**src/rtl/tbp_pkg.sv**
```systemverilog
package tbp_pkg;

  typedef logic [1:0] ctr2_t;

  localparam ctr2_t CTR_WEAK_NT    = 2'd1;
  localparam ctr2_t CTR_WEAK_LOCAL = 2'd1;
  localparam ctr2_t CTR_MAX        = 2'd3;
  localparam ctr2_t CTR_MIN        = 2'd0;

  typedef struct packed {
    logic train;     // train both component tables and shift history
    logic dirTaken;  // resolved outcome
    logic selInc;    // move chooser toward global
    logic selDec;    // move chooser toward local
  } ctrlStrobes_t;

  function automatic ctr2_t satStep(input ctr2_t c, input logic up);
    if (up) return (c == CTR_MAX) ? c : c + 2'd1;
    else    return (c == CTR_MIN) ? c : c - 2'd1;
  endfunction

  function automatic logic ctrTaken(input ctr2_t c);
    return c[1];
  endfunction

endpackage

```
**src/rtl/tbp_ctrl.sv**
```systemverilog
module tbp_ctrl
  import tbp_pkg::*;
(
  input  logic         clk,
  input  logic         rstN,
  input  logic         updValid,
  input  logic         updTaken,
  input  logic         updGloPred,
  input  logic         updLocPred,
  output ctrlStrobes_t strobes
);

  logic gloRight;
  logic locRight;

  always_comb begin
    gloRight         = (updGloPred == updTaken);
    locRight         = (updLocPred == updTaken);
    strobes.train    = updValid;
    strobes.dirTaken = updTaken;
    strobes.selInc   = updValid && gloRight && !locRight;
    strobes.selDec   = updValid && locRight && !gloRight;
  end

  // the chooser only moves when the components disagreed
  p_sel_needs_disagree_r6: assert property (@(posedge clk) disable iff (!rstN)
    (strobes.selInc || strobes.selDec) |-> (updGloPred != updLocPred));

  // nothing is trained without a valid resolve
  p_idle_no_strobe_r8: assert property (@(posedge clk) disable iff (!rstN)
    !updValid |-> !(strobes.train || strobes.selInc || strobes.selDec));

endmodule

```
**src/rtl/tbp_datapath.sv**
```systemverilog
module tbp_datapath
  import tbp_pkg::*;
#(
  parameter int PC_W      = 32,
  parameter int LOC_IDX_W = 8,
  parameter int HIST_W    = 8,
  parameter int SEL_IDX_W = 8
) (
  input  logic              clk,
  input  logic              rstN,
  input  logic [PC_W-1:0]   fetchPc,
  input  logic [PC_W-1:0]   updPc,
  input  logic [HIST_W-1:0] updHist,
  input  ctrlStrobes_t      strobes,
  output logic              fetchLocPred,
  output logic              fetchGloPred,
  output logic              fetchUseGlo,
  output logic [HIST_W-1:0] fetchHist,
  output logic              updLocPred,
  output logic              updGloPred
);

  localparam int LOC_N = 1 << LOC_IDX_W;
  localparam int GLO_N = 1 << HIST_W;
  localparam int SEL_N = 1 << SEL_IDX_W;

  ctr2_t locTab [LOC_N];
  ctr2_t gloTab [GLO_N];
  ctr2_t selTab [SEL_N];
  logic [HIST_W-1:0] histReg;

  logic [LOC_IDX_W-1:0] fLocIdx, uLocIdx;
  logic [SEL_IDX_W-1:0] fSelIdx, uSelIdx;

  always_comb begin
    fLocIdx      = fetchPc[LOC_IDX_W-1:0];
    fSelIdx      = fetchPc[SEL_IDX_W-1:0];
    uLocIdx      = updPc[LOC_IDX_W-1:0];
    uSelIdx      = updPc[SEL_IDX_W-1:0];
    fetchHist    = histReg;
    fetchLocPred = ctrTaken(locTab[fLocIdx]);
    fetchGloPred = ctrTaken(gloTab[histReg]);
    fetchUseGlo  = selTab[fSelIdx][1];
    updLocPred   = ctrTaken(locTab[uLocIdx]);
    updGloPred   = ctrTaken(gloTab[updHist]);
  end

  // local component
  always_ff @(posedge clk or negedge rstN) begin
    if (!rstN) begin
      for (int i = 0; i < LOC_N; i++) locTab[i] <= CTR_WEAK_NT;
    end else if (strobes.train) begin
      locTab[uLocIdx] <= satStep(locTab[uLocIdx], strobes.dirTaken);
    end
  end

  // global component
  always_ff @(posedge clk or negedge rstN) begin
    if (!rstN) begin
      for (int i = 0; i < GLO_N; i++) gloTab[i] <= CTR_WEAK_NT;
    end else if (strobes.train) begin
      gloTab[updHist] <= satStep(gloTab[updHist], strobes.dirTaken);
    end
  end

  // chooser
  always_ff @(posedge clk or negedge rstN) begin
    if (!rstN) begin
      for (int i = 0; i < SEL_N; i++) selTab[i] <= CTR_WEAK_LOCAL;
    end else if (strobes.selInc || strobes.selDec) begin
      selTab[uSelIdx] <= satStep(selTab[uSelIdx], strobes.selInc);
    end
  end

  // outcome history
  always_ff @(posedge clk or negedge rstN) begin
    if (!rstN)              histReg <= '0;
    else if (strobes.train) histReg <= {histReg[HIST_W-2:0], strobes.dirTaken};
  end

  p_hist_hold_r8: assert property (@(posedge clk) disable iff (!rstN)
    !strobes.train |=> $stable(histReg));

  p_hist_newest_r4: assert property (@(posedge clk) disable iff (!rstN)
    strobes.train |=> (histReg[0] == $past(strobes.dirTaken)));

  p_loc_top_sat_r2: assert property (@(posedge clk) disable iff (!rstN)
    (strobes.train && strobes.dirTaken && locTab[uLocIdx] == CTR_MAX)
      |=> (locTab[$past(uLocIdx)] == CTR_MAX));

  p_loc_bot_sat_r2: assert property (@(posedge clk) disable iff (!rstN)
    (strobes.train && !strobes.dirTaken && locTab[uLocIdx] == CTR_MIN)
      |=> (locTab[$past(uLocIdx)] == CTR_MIN));

  p_sel_one_way_r6: assert property (@(posedge clk) disable iff (!rstN)
    !(strobes.selInc && strobes.selDec));

endmodule

```
**src/rtl/tourney_bpred.sv**
```systemverilog
module tourney_bpred
  import tbp_pkg::*;
#(
  parameter int PC_W      = 32,
  parameter int LOC_IDX_W = 8,
  parameter int HIST_W    = 8,
  parameter int SEL_IDX_W = 8
) (
  input  logic              clk,
  input  logic              rstN,
  input  logic [PC_W-1:0]   fetchPc,
  output logic              fetchTaken,
  output logic              fetchGlobalPred,
  output logic              fetchLocalPred,
  output logic              fetchUseGlobal,
  output logic [HIST_W-1:0] fetchHist,
  input  logic              updValid,
  input  logic [PC_W-1:0]   updPc,
  input  logic [HIST_W-1:0] updHist,
  input  logic              updTaken
);

  ctrlStrobes_t strobes;
  logic updLocPred, updGloPred;

  tbp_datapath #(
    .PC_W(PC_W), .LOC_IDX_W(LOC_IDX_W), .HIST_W(HIST_W), .SEL_IDX_W(SEL_IDX_W)
  ) i_datapath (
    .clk(clk), .rstN(rstN), .fetchPc(fetchPc), .updPc(updPc), .updHist(updHist),
    .strobes(strobes), .fetchLocPred(fetchLocalPred), .fetchGloPred(fetchGlobalPred),
    .fetchUseGlo(fetchUseGlobal), .fetchHist(fetchHist),
    .updLocPred(updLocPred), .updGloPred(updGloPred)
  );

  tbp_ctrl i_ctrl (
    .clk(clk), .rstN(rstN), .updValid(updValid), .updTaken(updTaken),
    .updGloPred(updGloPred), .updLocPred(updLocPred), .strobes(strobes)
  );

  assign fetchTaken = fetchUseGlobal ? fetchGlobalPred : fetchLocalPred;

  // the final prediction always agrees with one of the two components
  p_final_from_component_r5: assert property (@(posedge clk) disable iff (!rstN)
    (fetchTaken == fetchGlobalPred) || (fetchTaken == fetchLocalPred));

endmodule

```
**config.mk**
```make
export PLATFORM = sky130hd
export DESIGN_NAME = tourney_bpred
export DESIGN_NICKNAME = d
export VERILOG_FILES = /design/src/rtl/tbp_pkg.sv /design/src/rtl/tbp_ctrl.sv /design/src/rtl/tbp_datapath.sv /design/src/rtl/tourney_bpred.sv
export SDC_FILE = /design/constraint.sdc
export NUM_CORES = 2
export LEC_CHECK = 0
export ABC_AREA = 1
export BUFFER_PORTS_ARGS = -buffer_cell sky130_fd_sc_hd__buf_2
export CAP_MARGIN = 0
export CORE_AREA = 4 4 441 443
export DETAILED_ROUTE_END_ITERATION = 7
export DIE_AREA = 0 0 445 447
export GPL_ROUTABILITY_DRIVEN = 0
export HOLD_SLACK_MARGIN = 0.1
export PLACE_DENSITY_LB_ADDON = 0.15
export SLEW_MARGIN = 20
export SYNTH_ARGS = -nofsm -noshare
export SYNTH_HDL_FRONTEND = slang
export SYNTH_SLANG_ARGS = --single-unit
```
**constraint.sdc**
```tcl
create_clock -name clk -period 2.14 [get_ports clk]
set_input_delay 0 -clock clk [delete_from_list [all_inputs] [get_ports clk]]
set_output_delay 0 -clock clk [all_outputs]
set_load 0.01 [all_outputs]
```
# Word-level counts from Yosys, hierarchy flattened

Cells that the tools add are included.

Word-level logic and storage cells: 840
Bits of input ports: 76
Register bits: 1544

Equality and inequality tests: 5
$lt $le $gt $ge: 6
Reduce and logical (&&, ||, !) cells: 12
Bitwise gates (word level): 4
Muxes and demuxes: 38
$add $sub $neg: 6

Operators by type and width:

| cell                | number |
|---|---|
| $bwmux 512          | 3 |
| $bmux 2 s8          | 6 |
| $mux 2              | 26 |
| $ge 9x9->1 const B  | 4 |
| $not 8->9           | 4 |
| $demux 2 s8         | 2 |
| $lt 9x1->1 const B  | 2 |
| $add 2x1->2 const B | 3 |
| $eq 2x2->1 const B  | 3 |
| $logic_and 1x1->1   | 6 |
| $logic_not 2->1     | 3 |
| $sub 2x1->2 const B | 3 |
| $eq 1x1->1          | 2 |
| $logic_not 1->1     | 2 |
| $logic_or 1x1->1    | 1 |
| $mux 1              | 1 |

# Logic depth before layout (Yosys ltp)

Depth after elaboration: 10
Gate-level depth with buffers: 28

# Cells and area by module

A second synthesis with hierarchy kept.

Cell total of the unflattened synthesis: 13621
Area, all modules: 89286.9 um2

Modules (own cells, without submodules):

| module        | area an instance (um2) | cells each | times used | seq. area each (um2) |
|---|---|---|---|---|
| tbp_datapath  | 89193.0                | 13600      | 1          | 39598.0 |
| tbp_ctrl      | 78.8                   | 17         | 1          | 0.0 |
| tourney_bpred | 15.0                   | 4          | 1          | 0.0 |

# Worst setup path before layout

Ideal clock, no wire load.

Path kind: input port to flip-flop
Start: input updHist[0]
End: register i_datapath.gloTab[1] (netlist name)
Cell stages on the path: 19
Buffers on the path: 5
Library setup time: 135 ps
Arrival time: 2211 ps
Setup slack: -206 ps
Data required time: 2005 ps
Cell sequence: buf_6 inv_2 buf_2 nor2_1 inv_2 clkbuf_1 o22ai_1 o21ai_0 nand2_1 o21ai_0 nand4_1 nor3_1 nand2_1 nand2_1 nand2_2 buf_2 buf_4 nand2_1 o21ai_0

Cells in the longest elaborated chain, start to end: 9
Elaborated cells between the ends (all ways): 18
Those cells by class: 2 x add/sub; 2 x order compare; 1 x eq/ne; 10 x mux; 1 x bitwise; 2 x reduce/logical

Ends and longest elaborated chain:

| element                                   | line                         | RTL |
|---|---|---|
| from (decl)                               | tourney_bpred.sv:19          | `input logic [HIST_W-1:0] updHist,` |
| $not 8->9 (implied by the code) *         | tbp_datapath.sv:62           | `gloTab[updHist] <= satStep(gloTab[updHist], strobes.dirTaken);` |
| $bmux 2 s8                                | tbp_datapath.sv:62           |  |
| $mux 2 (implied by the code) (2 in a row) | tbp_datapath.sv:62           |  |
| $sub 2x1->2, or another cell as far along | tbp_pkg.sv:19                | `else return (c == CTR_MIN) ? c : c - 2'd1;` |
| $mux 2 (on tied branches)                 | tbp_pkg.sv:19, tbp_pkg.sv:18 |  |
| $mux 2                                    | tbp_pkg.sv:18                | `if (up) return (c == CTR_MAX) ? c : c + 2'd1;` |
| $mux 2                                    | tbp_datapath.sv:61           | `end else if (strobes.train) begin` |
| $bwmux 512 *                              | tbp_datapath.sv:62           |  |
| to (signal, indexed assignment)           | tbp_datapath.sv:62           |  |
| to (decl)                                 | tbp_datapath.sv:28           | `ctr2_t gloTab [GLO_N];` |

Every way passes the cells marked *; elsewhere a longest branch is shown, timed or not. The select of a mux whose other input is x is not followed.
A chain may end at the register's enable or synchronous reset.

# Worst setup path after layout

Start: register i_datapath.histReg[0] (netlist: i_datapath.fetchHist[0])
End: output fetchTaken

Cells in the longest elaborated chain, start to end: 5

Ends and longest elaborated chain:

| element                                   | line                | RTL |
|---|---|---|
| from (decl)                               | tbp_datapath.sv:30  | `logic [HIST_W-1:0] histReg;` |
| from (signal assigned)                    | tbp_datapath.sv:78  | `else if (strobes.train) histReg <= {histReg[HIST_W-2:0], strobes.dirTaken};` |
| $not 8->9 (implied by the code)           | tbp_datapath.sv:42  | `fetchGloPred = ctrTaken(gloTab[histReg]);` |
| $bmux 2 s8                                | tbp_datapath.sv:42  |  |
| $mux 2 (implied by the code) (2 in a row) | tbp_datapath.sv:42  |  |
| $mux 1                                    | tourney_bpred.sv:40 | `assign fetchTaken = fetchUseGlobal ? fetchGlobalPred : fetchLocalPred;` |
| to (decl)                                 | tourney_bpred.sv:12 | `output logic fetchTaken,` |

Every way passes these cells. The select of a mux whose other input is x is not followed.

==> results.cfg <==
[route]
via_count = 96260
detail_route.vias_per_cell = 5.893
wl_per_cell_um = 24.36
drtPass1Iterations = 8
detailedRoute.firstIterationViolations = 12170
finalWirelength_um = 398000
residual_drc = 15
drtAntennaViolNets = 0

[final_layout]
design.final.nets = 13730
drive_above_1_share = 0.2767
final_cell_area_um2 = 117200
mostFrequentLayoutCells = 4,009 x sky130_fd_sc_hd__nand2_1, 1,626 x sky130_fd_sc_hd__buf_4, 1,273 x sky130_fd_sc_hd__o21ai_0
multi_input_area_um2 = 41510
layout.filler_cells = 16460
syn2layout_area_growth_pct = 37.25
commonest_non_fill_non_tap_cell_in_the_layout = sky130_fd_sc_hd__nand2_1
layout.area.seq_um2 = 39600

[yosys]
syn-cell-area_um2 = 85400
yosys_reg_bits = 1544
syn-instance-count = 12080
seq_area_frac_synth = 0.4637
dominantRegCellSynth = sky130_fd_sc_hd__dfrtp_1
warnings_synthesis = 0
synth.net_count = 12160
async_reset_ff_frac = 1.000
ys_types = 36
synth-edff-count = 0
postSynthAreaPerCell_um2 = 7.069

[power_and_ir_drop]
power.leakage_nw = 57.43
power.ir.vdd_worst_uv = 658.9
power.density_nw_per_um2 = 711.9

[timing]
grt_setup_unrepaired = yes
fin_worst_hold_slack_ns = 0.2086
worst_max_slew_pin_slew_ns = 0.9916
hold_viol_final = 0
fin_worst_skew_ns = 0.04649
min_cycle_time_layout_ns = 3.490
final.setup.tns_ns = -1504.39
worst_slew_margin_rel = 0.3389
finalCritPeriodShare = 1.631
timing.final.ws_setup_ns = -1.350
setup_violations = 1540
achievable-frequency_mhz = 286.5
timing_max_transition_violations_final = 0

[die]
area_inside_the_core_boundary_um2 = 190000
num_io_pins = 88
die-height_um = 447
starting_density = 0.4495
fp-row-count = 160
die_w_um = 445
dieArea_um2 = 198900

[global_route]
pin_count_of_the_biggest_net_entering_global_routing = 155
globalRoute.totalOverflow = 0
grt_pass1_wl_um = 582400
number_of_global_route_vias_before_repair = 92700
globalRouteTotalUtil = 0.3831
grt_antenna_before_repair = 14

[cts]
clkSinkCount = 1544
tritoncts = built
clk_transition_reported_paths_ns = 0.06
clkLatencyLatePin_ns = 0.86
htree_num_levels = 4
cts_buffer_depth = 3
root_buffer = sky130_fd_sc_hd__clkbuf_16
cts-buffers-inserted = 180

[hold_path]
worst_case_hold_path_end_point = i_datapath.selTab[386]$_DFFE_PN1P_
worst_hold_startpoint = updPc[6]
hold_path.class = input port to flip-flop
holdPathStages = 10

[place]
detailed_place_hpwl_um = 253800
post_dp_cell_area_um2 = 103200
placement.io_buffers = 39
placement.setup.worst_slack_ns = -1.250

[run]
drv.max_cap_violation_count = 0

[setup_path]
timing.critical_path.from_type = flip-flop
path_class = flip-flop to output port
number_of_buffers_and_inverters_on_the_critical_path = 5
worst_path_largest_cell_delay_ns = 0.51
timing.critical_path.depth = 16
timing.reg2reg.setup_slack_ns = -1.26
critical_path_arrival_ns = 3.49
reg_to_reg_endpoint = i_datapath.selTab[349]$_DFFE_PN0P_
critical_path.slowest_cell = sky130_fd_sc_hd__dfrtp_4
path_cells = buf_12 -> buf_12 -> buf_16 -> a21oi_2 -> o21ai_2 -> nand3_1 -> a21oi_2 -> or3_4 -> o211ai_1 -> o211ai_1 -> nand3_1 -> nand2_2 -> buf_8 -> nand2_4 -> nand2_4 -> buf_6
critical-path-top-delay-family = simple AND/OR/NAND/NOR gates
critical_path.endpoint_type = output port
cp_max_fo = 7
r2r.worst_path.cells = 27
worstPathRequired_ns = 2.14
timing.rr.start = i_datapath.locTab[365]$_DFFE_PN0P_

[run_status]
run_status = complete, but fails checks
violations_in_the_final_reports = design-rule violations, negative setup slack
[timing repair]
item	4_1_cts	5_1_grt
setup endpoints to repair	1540	1540
cloned	82	52
hold endpoints to repair	2328	0
pin swaps	164	261
resized for setup	503	508
setup buffers	77	45
hold buffers	11	0
[cells in the mapped netlist, types with 28 or more instances]
cell type                     n  area [um2]
sky130_fd_sc_hd__buf_4       40       300.3
sky130_fd_sc_hd__inv_1      890        3341
sky130_fd_sc_hd__o21ai_1    211        1056
sky130_fd_sc_hd__nand2_1   4239       15910
sky130_fd_sc_hd__a21oi_1    310        1551
sky130_fd_sc_hd__o21ai_0   1374        6877
sky130_fd_sc_hd__clkbuf_1   384        1441
sky130_fd_sc_hd__a31oi_1     89       556.8
sky130_fd_sc_hd__nor2_1     906        3401
sky130_fd_sc_hd__buf_2      292        1461
sky130_fd_sc_hd__dfrtp_1    776       19420
sky130_fd_sc_hd__dfstp_2    768       20180
sky130_fd_sc_hd__nand4_1     86       538.0
sky130_fd_sc_hd__nor3_1     161       805.8
sky130_fd_sc_hd__a22oi_1    162        1216
sky130_fd_sc_hd__nand3_1   1006        5035
sky130_fd_sc_hd__o22ai_1    209        1308
sky130_fd_sc_hd__buf_1       63       236.5
sky130_fd_sc_hd__clkinv_1    28       105.1
[worst max-delay path by stage]
stage	start	to	slack (ns)
3_3_place_gp	updPc[1]	i_datapath.selTab[355]$_DFFE_PN0P_	-1.23
6_report	i_datapath.fetchHist[0]$_DFFE_PN0P_	fetchTaken	-1.35
4_1_cts	i_datapath.fetchHist[0]$_DFFE_PN0P_	fetchTaken	-1.30
3_5_place_dp	updPc[1]	i_datapath.selTab[267]$_DFFE_PN0P_	-1.25
2_1_floorplan	updPc[0]	i_datapath.selTab[223]$_DFFE_PN0P_	-0.06
5_1_grt	i_datapath.fetchHist[0]$_DFFE_PN0P_	fetchTaken	-1.48
[power breakdown]
part           switching, mW  internal [mW]  total (mW)
Combinational           11.4           7.31        18.7
Clock                   13.5           19.3        32.8
Sequential             0.671           31.3        31.9
Total                   25.5           57.9        83.4
[layer usage]
metal | vias to the layer above | share of wire | GRT usage
li1 | 42550 | - | -
met1 | 45760 | 0.36 | 0.4727
met4 | 4 | 0.094 | 0.2847
met2 | 6108 | 0.43 | 0.5889
met3 | 1844 | 0.11 | 0.08625
met5 | - | 0.000058 | 0
[state kept, by name, indices dropped and copies added (netlist names)]
register              flops
i_datapath.gloTab       512
i_datapath.locTab       512
i_datapath.selTab       512
i_datapath.fetchHist      8
[logic make-up after synthesis]
family / synth area share
simple gates: 0.3026
compound gates: 0.1507
buf+inv: 0.08307
flops: 0.4637
[layout make-up]
cell class / instances / share of cell area
Multi-Input combinational cell: 8815 / 0.3542
Clock inverter: 63 / 0.006800
Tap cell: 2511 / 0.02681
Clock buffer: 278 / 0.04622
Antenna cell: 14 / 0.0002989
Timing Repair Buffer: 2182 / 0.1976
Inverter: 928 / 0.03020
Sequential cell: 1544 / 0.3379
[tightest hold or removal path, stage by stage]
cell and delay (ns):
sky130_fd_sc_hd__buf_2 0.10, sky130_fd_sc_hd__nor2_1 0.06, sky130_fd_sc_hd__inv_1 0.09, sky130_fd_sc_hd__nor2_1 0.07, sky130_fd_sc_hd__buf_4 0.14, sky130_fd_sc_hd__clkinv_1 0.08, sky130_fd_sc_hd__buf_4 0.24, sky130_fd_sc_hd__nor2_1 0.13
sky130_fd_sc_hd__nand3_1 0.10, sky130_fd_sc_hd__nand2_1 0.05
[through the flow]
step	util	instances	total power [mW]
after floorplan	-	12080	39.02
after global placement	0.5430	15750	46.61
after detailed placement	0.5430	15750	46.82
after CTS	0.6014	16250	82.01
after global routing	0.6168	16330	85.73
final	0.6169	16340	83.44
(Power assumes the default switching activity.)
